==> src/rtl/addr_filt_pkg.sv <==
package addr_filt_pkg;
    localparam int ADDR_BYTES = 6;
    localparam int ADDR_W     = ADDR_BYTES * 8;
    localparam int HASH_BITS  = 6;
    localparam int HASH_BINS  = 1 << HASH_BITS;
    localparam int CRC_W      = 32;
    localparam logic [CRC_W-1:0] CRC_POLY = 32'hEDB88320;
    localparam logic [CRC_W-1:0] CRC_INIT = 32'hFFFFFFFF;

    // receive mode bit positions
    localparam int MB_OWN   = 0;
    localparam int MB_ALLMC = 1;
    localparam int MB_BCAST = 2;
    localparam int MB_PROMI = 3;
    localparam int MB_HASH  = 4;
    localparam int MB_IPMC  = 5;
    localparam int MODE_W   = 6;

    typedef enum logic [1:0] {
        ST_IDLE    = 2'd0,
        ST_COLLECT = 2'd1,
        ST_DECIDE  = 2'd2
    } filt_state_t;
endpackage

==> src/rtl/addr_filt_crc.sv <==
module addr_filt_crc
    import addr_filt_pkg::*;
(
    input  logic             clk,
    input  logic             rst_n,
    input  logic             step_i,
    input  logic             fresh_i,
    input  logic [7:0]       byte_i,
    output logic [CRC_W-1:0] crc_o
);
    logic [CRC_W-1:0] crc_q;
    logic [CRC_W-1:0] seed;
    logic [CRC_W-1:0] nxt;

    assign seed = fresh_i ? CRC_INIT : crc_q;

    always_comb begin
        nxt = seed;
        for (int b = 0; b < 8; b++) begin
            if (nxt[0] ^ byte_i[b]) nxt = (nxt >> 1) ^ CRC_POLY;
            else                    nxt = nxt >> 1;
        end
    end

    always_ff @(posedge clk) begin
        if (!rst_n)      crc_q <= CRC_INIT;
        else if (step_i) crc_q <= nxt;
    end

    assign crc_o = crc_q;
endmodule

==> src/rtl/addr_filt_match.sv <==
module addr_filt_match
    import addr_filt_pkg::*;
(
    input  logic [ADDR_W-1:0]    addr_i,
    input  logic [HASH_BITS-1:0] hidx_i,
    input  logic [MODE_W-1:0]    mode_i,
    input  logic [ADDR_W-1:0]    station_i,
    input  logic [HASH_BINS-1:0] hash_i,
    output logic                 accept_o
);
    logic is_bcast, is_mcast, own_hit, ip_mc, hash_hit;

    assign is_bcast = &addr_i;
    assign is_mcast = addr_i[0] && !is_bcast;
    assign own_hit  = (addr_i == station_i);
    assign ip_mc    = (addr_i[23:0] == 24'h5E0001) && !addr_i[31];
    assign hash_hit = hash_i[hidx_i];

    always_comb begin
        if (mode_i[MB_PROMI])
            accept_o = 1'b1;
        else if (is_bcast)
            accept_o = mode_i[MB_BCAST];
        else if (is_mcast)
            accept_o = mode_i[MB_ALLMC]
                     | (mode_i[MB_HASH] & hash_hit)
                     | (mode_i[MB_IPMC] & ip_mc);
        else
            accept_o = mode_i[MB_OWN] & own_hit;
    end
endmodule

==> src/rtl/eth_addr_filter.sv <==
module eth_addr_filter
    import addr_filt_pkg::*;
(
    input  logic                 clk,
    input  logic                 rst_n,
    input  logic                 byte_valid_i,
    input  logic                 start_i,
    input  logic [7:0]           byte_i,
    input  logic [MODE_W-1:0]    mode_i,
    input  logic [ADDR_W-1:0]    station_i,
    input  logic [HASH_BINS-1:0] hash_i,
    output logic                 dec_valid_o,
    output logic                 dec_accept_o
);
    localparam int CNT_W = $clog2(ADDR_BYTES + 1);
    localparam logic [CNT_W-1:0] LAST = CNT_W'(ADDR_BYTES - 1);

    filt_state_t state_q, state_d;
    logic [CNT_W-1:0]  cnt_q;
    logic [ADDR_W-1:0] addr_q;
    logic [CRC_W-1:0]  crc;
    logic              opening, taking, raw_accept;

    // a start with a byte opens a new address in any state
    assign opening = byte_valid_i && start_i;
    assign taking  = opening || (byte_valid_i && state_q == ST_COLLECT);

    always_comb begin
        state_d = state_q;
        unique case (state_q)
            ST_IDLE:    if (opening) state_d = ST_COLLECT;
            ST_COLLECT: begin
                if (opening)                         state_d = ST_COLLECT;
                else if (byte_valid_i && cnt_q == LAST) state_d = ST_DECIDE;
            end
            ST_DECIDE:  state_d = opening ? ST_COLLECT : ST_IDLE;
            default:    state_d = ST_IDLE;
        endcase
    end

    always_ff @(posedge clk) begin
        if (!rst_n) begin
            state_q <= ST_IDLE;
            cnt_q   <= '0;
            addr_q  <= '0;
        end else begin
            state_q <= state_d;
            if (taking) begin
                cnt_q <= opening ? CNT_W'(1) : cnt_q + CNT_W'(1);
                addr_q[(opening ? 0 : int'(cnt_q))*8 +: 8] <= byte_i;
            end
        end
    end

    addr_filt_crc u_crc (
        .clk     (clk),
        .rst_n   (rst_n),
        .step_i  (taking),
        .fresh_i (opening),
        .byte_i  (byte_i),
        .crc_o   (crc)
    );

    addr_filt_match u_match (
        .addr_i    (addr_q),
        .hidx_i    (crc[CRC_W-1 -: HASH_BITS]),
        .mode_i    (mode_i),
        .station_i (station_i),
        .hash_i    (hash_i),
        .accept_o  (raw_accept)
    );

    always_comb begin
        dec_valid_o  = (state_q == ST_DECIDE);
        dec_accept_o = dec_valid_o && raw_accept;
    end

    AST_SINGLE_PULSE: assert property (@(posedge clk) disable iff (!rst_n)
        dec_valid_o |=> !dec_valid_o);
    AST_PULSE_AFTER_BYTE: assert property (@(posedge clk) disable iff (!rst_n)
        dec_valid_o |-> $past(byte_valid_i));
    AST_ACCEPT_GATED: assert property (@(posedge clk) disable iff (!rst_n)
        !dec_valid_o |-> !dec_accept_o);
    AST_PROMISC: assert property (@(posedge clk) disable iff (!rst_n)
        (dec_valid_o && mode_i[MB_PROMI]) |-> dec_accept_o);
    AST_BCAST_GATE: assert property (@(posedge clk) disable iff (!rst_n)
        (dec_valid_o && (&addr_q) && !mode_i[MB_PROMI]) |-> (dec_accept_o == mode_i[MB_BCAST]));
    AST_UNICAST_MISS: assert property (@(posedge clk) disable iff (!rst_n)
        (dec_valid_o && !addr_q[0] && !mode_i[MB_PROMI] && addr_q != station_i) |-> !dec_accept_o);
endmodule

==> config.mk <==
export PLATFORM = sky130hd
export DESIGN_NAME = eth_addr_filter
export DESIGN_NICKNAME = d
export VERILOG_FILES = /design/src/rtl/addr_filt_pkg.sv /design/src/rtl/addr_filt_crc.sv /design/src/rtl/addr_filt_match.sv /design/src/rtl/eth_addr_filter.sv
export SDC_FILE = /design/constraint.sdc
export NUM_CORES = 1
export LEC_CHECK = 0
export ABC_AREA = 0
export BUFFER_PORTS_ARGS = -buffer_cell sky130_fd_sc_hd__buf_2
export CORE_UTILIZATION = 35
export CTS_CLUSTER_DIAMETER = 40
export CTS_CLUSTER_SIZE = 20
export DETAILED_ROUTE_END_ITERATION = 16
export RECOVER_POWER = 50
export SETUP_SLACK_MARGIN = 0.15
export SYNTH_ARGS = -nofsm -noshare
export SYNTH_HDL_FRONTEND = slang
export SYNTH_SLANG_ARGS = --single-unit
==> constraint.sdc <==
create_clock -name clk -period 6.74 [get_ports clk]
set_input_delay 0.674 -clock clk [delete_from_list [all_inputs] [get_ports clk]]
set_output_delay 0.674 -clock clk [all_outputs]
set_load 0.05 [all_outputs]
Word-level counts from Yosys, hierarchy flattened --
Index checks and enable logic that the tools add are counted.
Cells by class: reduce and logical (&&, ||, !) cells 12, multiplexer cells 22, magnitude comparators 1, shift operators 2, bitwise logic cells 21, eq/ne operators 7, add/subtract/negate cells 2
Operators by type and width (number):
- 32-bit 2-to-1 mux | 9
- 13-bit inverter with 14-bit output | 8
- 48-bit bitwise mux | 1
- 48-bit equality test | 1
- 48-bit AND reduction | 1
- 8-bit by 33-bit variable shift with 48-bit output, first input constant | 1
- 8-bit by 33-bit variable part select with 48-bit output | 1
- 6-bit negation with 33-bit output | 1
- 24-bit by 23-bit equality test with 1-bit output, second input constant | 1
- 1-bit bitwise XOR | 8
- 6-bit by 7-bit < comparator with 1-bit output, second input constant | 1
- 1-bit binary-select mux with 6-bit select | 1
- 1-bit logical AND | 6
- 2-bit 2-to-1 mux | 3
- 3-bit 2-to-1 mux | 2
- 2-bit one-hot mux with 3 select lines | 1
- 1-bit 2-to-1 mux | 5
- 3-bit by 1-bit adder with 3-bit output, second input constant | 1
- 1-bit AND | 3
- 3-bit equality test, second input constant | 1
- 3-bit by 2-bit != test with 1-bit output, second input constant | 1
- 2-bit by 1-bit equality test with 1-bit output, second input constant | 1
- 2-bit equality test, second input constant | 1
- 1-bit logical NOT | 2
- other kinds (5) | 6
Word-level totals: input bits 130, register bits 85, logic and storage cells 71, output and inout bits 2

Logic depth before layout (Yosys ltp) --
word-level depth 18, mapped depth 11

Hierarchy --
From an unflattened synthesis, not the netlist that was laid out.
Second synthesis, totals: cell total of the unflattened synthesis 625, area total of the unflattened synthesis 5616.6 um^2
Modules (own cells, without submodules):
- addr_filt_crc | area an instance 2160.8 um^2, cells each 250, instances 1, seq. area each 640.6 um^2
- eth_addr_filter | area an instance 2125.8 um^2, cells each 224, instances 1, seq. area each 1061.0 um^2
- addr_filt_match | area an instance 1330.0 um^2, cells each 151, instances 1, seq. area each 0.0 um^2

Least setup slack after synthesis --
OpenSTA, ideal clock, no wires.
kind register to output, start register u_crc.crc_q[26], in the netlist u_crc.crc_o[26], end output port dec_accept_o, data required time 6066 ps, path buffers 2, setup slack 3659 ps, arrival time 2407 ps, cell stages (with the launch flop) 8, cell sequence dfxtp_1 -> buf_2 -> buf_2 -> mux4_2 -> mux4_2 -> mux2i_1 -> o221ai_1 -> o221a_2
Between the ends: cells in the longest elaborated chain, start to end 9
RTL lines:
- from (decl) | RTL line addr_filt_crc.sv:11 | logic [CRC_W-1:0] crc_q;
- from (signal assigned) | RTL line addr_filt_crc.sv:27 | else if (step_i) crc_q <= nxt;
- 1-bit binary-select mux with 6-bit select | RTL line addr_filt_match.sv:17 | assign hash_hit = hash_i[hidx_i];
- 1-bit 2-to-1 mux (not written as such) | RTL line addr_filt_match.sv:17
- 1-bit AND | RTL line addr_filt_match.sv:26 | | (mode_i[MB_HASH] & hash_hit)
- 1-bit bitwise OR | RTL line addr_filt_match.sv:26
- 1-bit bitwise OR | RTL line addr_filt_match.sv:27 | | (mode_i[MB_IPMC] & ip_mc);
- 1-bit 2-to-1 mux | RTL line addr_filt_match.sv:24 | else if (is_mcast)
- 1-bit 2-to-1 mux | RTL line addr_filt_match.sv:22 | else if (is_bcast)
- 1-bit 2-to-1 mux | RTL line addr_filt_match.sv:20 | if (mode_i[MB_PROMI])
- 1-bit logical AND | RTL line eth_addr_filter.sv:75 | dec_accept_o = dec_valid_o && raw_accept;
- to (decl) | RTL line eth_addr_filter.sv:13 | output logic dec_accept_o
Every way passes these cells. The select of a mux whose other input is x is not followed.

Final worst setup path --
start input port byte_valid_i, end register addr_q[46]
Between the ends: cells in the longest elaborated chain, start to end 5, elaborated cells on any way between the ends 8, classes of those cells add/sub (1); shift (2); mux (2); reduce/logical (3)
RTL lines:
- from (decl) | RTL line eth_addr_filter.sv:6 | input logic byte_valid_i,
- 1-bit logical AND | RTL line eth_addr_filter.sv:25 | assign opening = byte_valid_i && start_i;
- 3-bit 2-to-1 mux | RTL line eth_addr_filter.sv:50 | addr_q[(opening ? 0 : int'(cnt_q))*8 +: 8] <= byte_i;
- 6-bit negation with 33-bit output | RTL line eth_addr_filter.sv:50
- 8-bit by 33-bit variable part select with 48-bit output or 8-bit by 33-bit variable shift with 48-bit output (tied branches) | RTL line eth_addr_filter.sv:50
- 48-bit bitwise mux | RTL line eth_addr_filter.sv:50
- to (signal, indexed assignment) | RTL line eth_addr_filter.sv:50
- to (decl) | RTL line eth_addr_filter.sv:20 | logic [ADDR_W-1:0] addr_q;
Several ways; a longest one is shown, not always the timed one. A chain may end at the register's enable or synchronous reset.

==> metrics.cfg <==
[synthesis]
syn_inst=604
ys_async_sr_fraction_pct=0
synth_top_area_share_pct=30.23
mappedNetlistArea_um2=5629
ys_ff_latch=85
synth_area_leader_cell=dfxtp_1
syn_avg_cell_area_um2=9.320
synth.distinct_cells=53
synth_edf_count=0
ys.warnings.count=0
yosys-top-cells-area=dfxtp_1, mux2i_1, mux4_2
ys.flop_type=dfxtp_1
seq_area_frac_synth_pct=30.23
synthesis.nets=738

[sta]
slew_viol_final=64
setup_violations=0
slew_headroom_pct=-17.36
hold_slack_ns=0.4890
fin_skew_ns=0.008431
finalCritPeriodShare_pct=70.71
hold_viol=0
worst_slew_pin_slew_ns=1.760
layout_setup_ws_ns=1.974
setup_tns_ns=0
layout_min_cycle_time_ns=4.766
rsz0062_at_grt=false
fmax_mhz=209.8

[pwr]
p_leak_nw=2.868
p_per_area_nw_per_um2=248.7
peakVddDrop_mv=0.1296

[grt]
grt_pass1_vias=4806
grt_max_degree=85
grt_first_pass_wirelength_um=24890
grt_usage_pct=19.64
grt-ovfl-total=0
antenna_found_initial=0

[floorplan]
die_h_um=128.8
ios=132
num_rows=45
die_x_um=128.8
start_util_pct=36.49
die_area_um2=16590
core_area_um2=15430

[layout]
regArea_um2=1702
area_delta_synth_final_pct=18.60
mostFrequentLayoutCells=buf_2, dfxtp_1, nor2b_1
multi_input_area_um2=3702
n_antenna_cell=0
nets=839
drive_above_1_share_pct=25.92
fillers=1541
design_area_um2=6676
final_common_cell=buf_2

[route]
dr_total_vias=4750
drcViolationCount=0
vias_per_cell=5.157
drtIter0Drc=310
routed_wl_um=15630
post_drt_wl_per_cell_um=16.97
detail-route-antenna-nets=0
drtPass1Iterations=4

[cts]
cts_buffer_depth=2
root_buffer=clkbuf_16
clk_latency_ns=0.35
cts_setup_buffers=0
h-tree-depth=3
cts.reportedPaths.clkPinSlew_ns=0.06
hold_buffers=0
cts_tree=done
cts_sinks=85
cts_buffers=9
ctsResizeCount=0

[worst_setup_path]
critPathArrivalTime_ns=5.00
critical_path_class=primary input to register
worstReg2RegEnd=addr_q[46]$_SDFFE_PN0P_
rrSetupSlack_ns=2.63
crit_fanout=40
endpoint_kind=register
timing.rr.start=state_q[0]$_SDFFE_PN0P_
critical_path_required_ns=6.98
critPathLaunchType=primary input
rr_worst_depth=7

[run]
max-cap-violations=2

[placed_design]
port_buffers=131
gp_congestion=0.9019
place_area_um2=6390
place_hpwl_um=11570
pre_cts_slack_ns=3.042

[worst_hold_path]
whs_endpoint=u_crc.crc_o[24]$_SDFFE_PN1P_
whs_path_depth=2
min_from=u_crc.crc_o[24]$_SDFFE_PN1P_
min_path_type=register to register

[status]
outcome=complete, but fails checks
violations=capacitance limit, slew limit

-- power breakdown --
| part | total [mW] | internal [mW] | switching (mW) |
|---|---|---|---|
| logic | 0.550 | 0.289 | 0.261 |
| registers | 0.603 | 0.541 | 0.0614 |
| clock network | 0.508 | 0.298 | 0.210 |
| total | 1.66 | 1.13 | 0.532 |
-- sequential cells by signal, summed over array words and instances, names as in the netlist --
name and flops:
cnt_q 3, addr_q 48, state_q 2, u_crc.crc_o 32
-- per-stage QoR --
stage | util [%] | instances | total power [mW]
after global placement | 41.42 | 905 | 1.150
after floorplan | - | 604 | 1.036
final | 43.28 | 921 | 1.661
after detailed placement | 41.42 | 905 | 1.163
after global routing | 43.28 | 921 | 1.747
after CTS | 43.38 | 921 | 1.673
-- logic make-up (layout without fill, tap and decap cells) --
group | Yosys count | in the layout | share of synthesized area [%]
xor+xnor | 103 | 103 | 19.52
compound gates | 91 | 91 | 10.38
mux | 69 | 69 | 16.49
flops | 85 | 85 | 30.23
buf+inv | 53 | 159 | 3.868
simple gates | 199 | 199 | 18.63
fa+ha+maj | 4 | 4 | 0.8891
-- critical path: stages --
cell and delay, ns:
clkbuf_1 0.62, and3b_1 0.26, clkbuf_1 1.26, nor2_1 0.86
nor2_1 0.43, nand3b_1 0.48, mux2i_1 0.32, nor2b_1 0.07
-- routing by layer --
metal	up-vias	global-route usage (%)	part of all wire (%)
li1	2336	-	-
met1	2223	24.16	43
met2	164	33.90	49
met3	27	3.867	5.8
met4	0	7.336	2.5
met5	-	0	0
-- synthesized netlist by cell type (18+ instances only) --
| library cell | count |
|---|---|
| a21oi_1 | 31 |
| clkbuf_1 | 32 |
| dfxtp_1 | 85 |
| mux2i_1 | 50 |
| mux4_2 | 19 |
| nand2_1 | 39 |
| nor2_1 | 46 |
| nor2b_1 | 52 |
| nor4_1 | 18 |
| xnor2_1 | 40 |
| xor2_1 | 48 |
-- cell type report --
type                            count  share of cell area, %
Tap cell                          211                  3.954
Sequential cell                    85                  25.49
Timing Repair Buffer              134                  10.06
Clock buffer                       11                  3.636
Multi-Input combinational cell    466                  55.45
Inverter                            9                 0.5060
Clock inverter                      5                 0.8996
-- worst max path at each step --
stage,from,end,slack [ns],cells after the start
2_1_floorplan,u_crc.crc_o[26]$_SDFFE_PN1P_,dec_accept_o,3.66,7
3_3_place_gp,station_i[11],dec_accept_o,3.09,9
3_5_place_dp,station_i[11],dec_accept_o,3.04,9
4_1_cts,u_crc.crc_o[26]$_SDFFE_PN1P_,dec_accept_o,2.73,6
5_1_grt,byte_valid_i,addr_q[46]$_SDFFE_PN0P_,1.54,8
6_report,byte_valid_i,addr_q[46]$_SDFFE_PN0P_,1.97,8
Note: power is estimated with default switching activity, not from simulation.
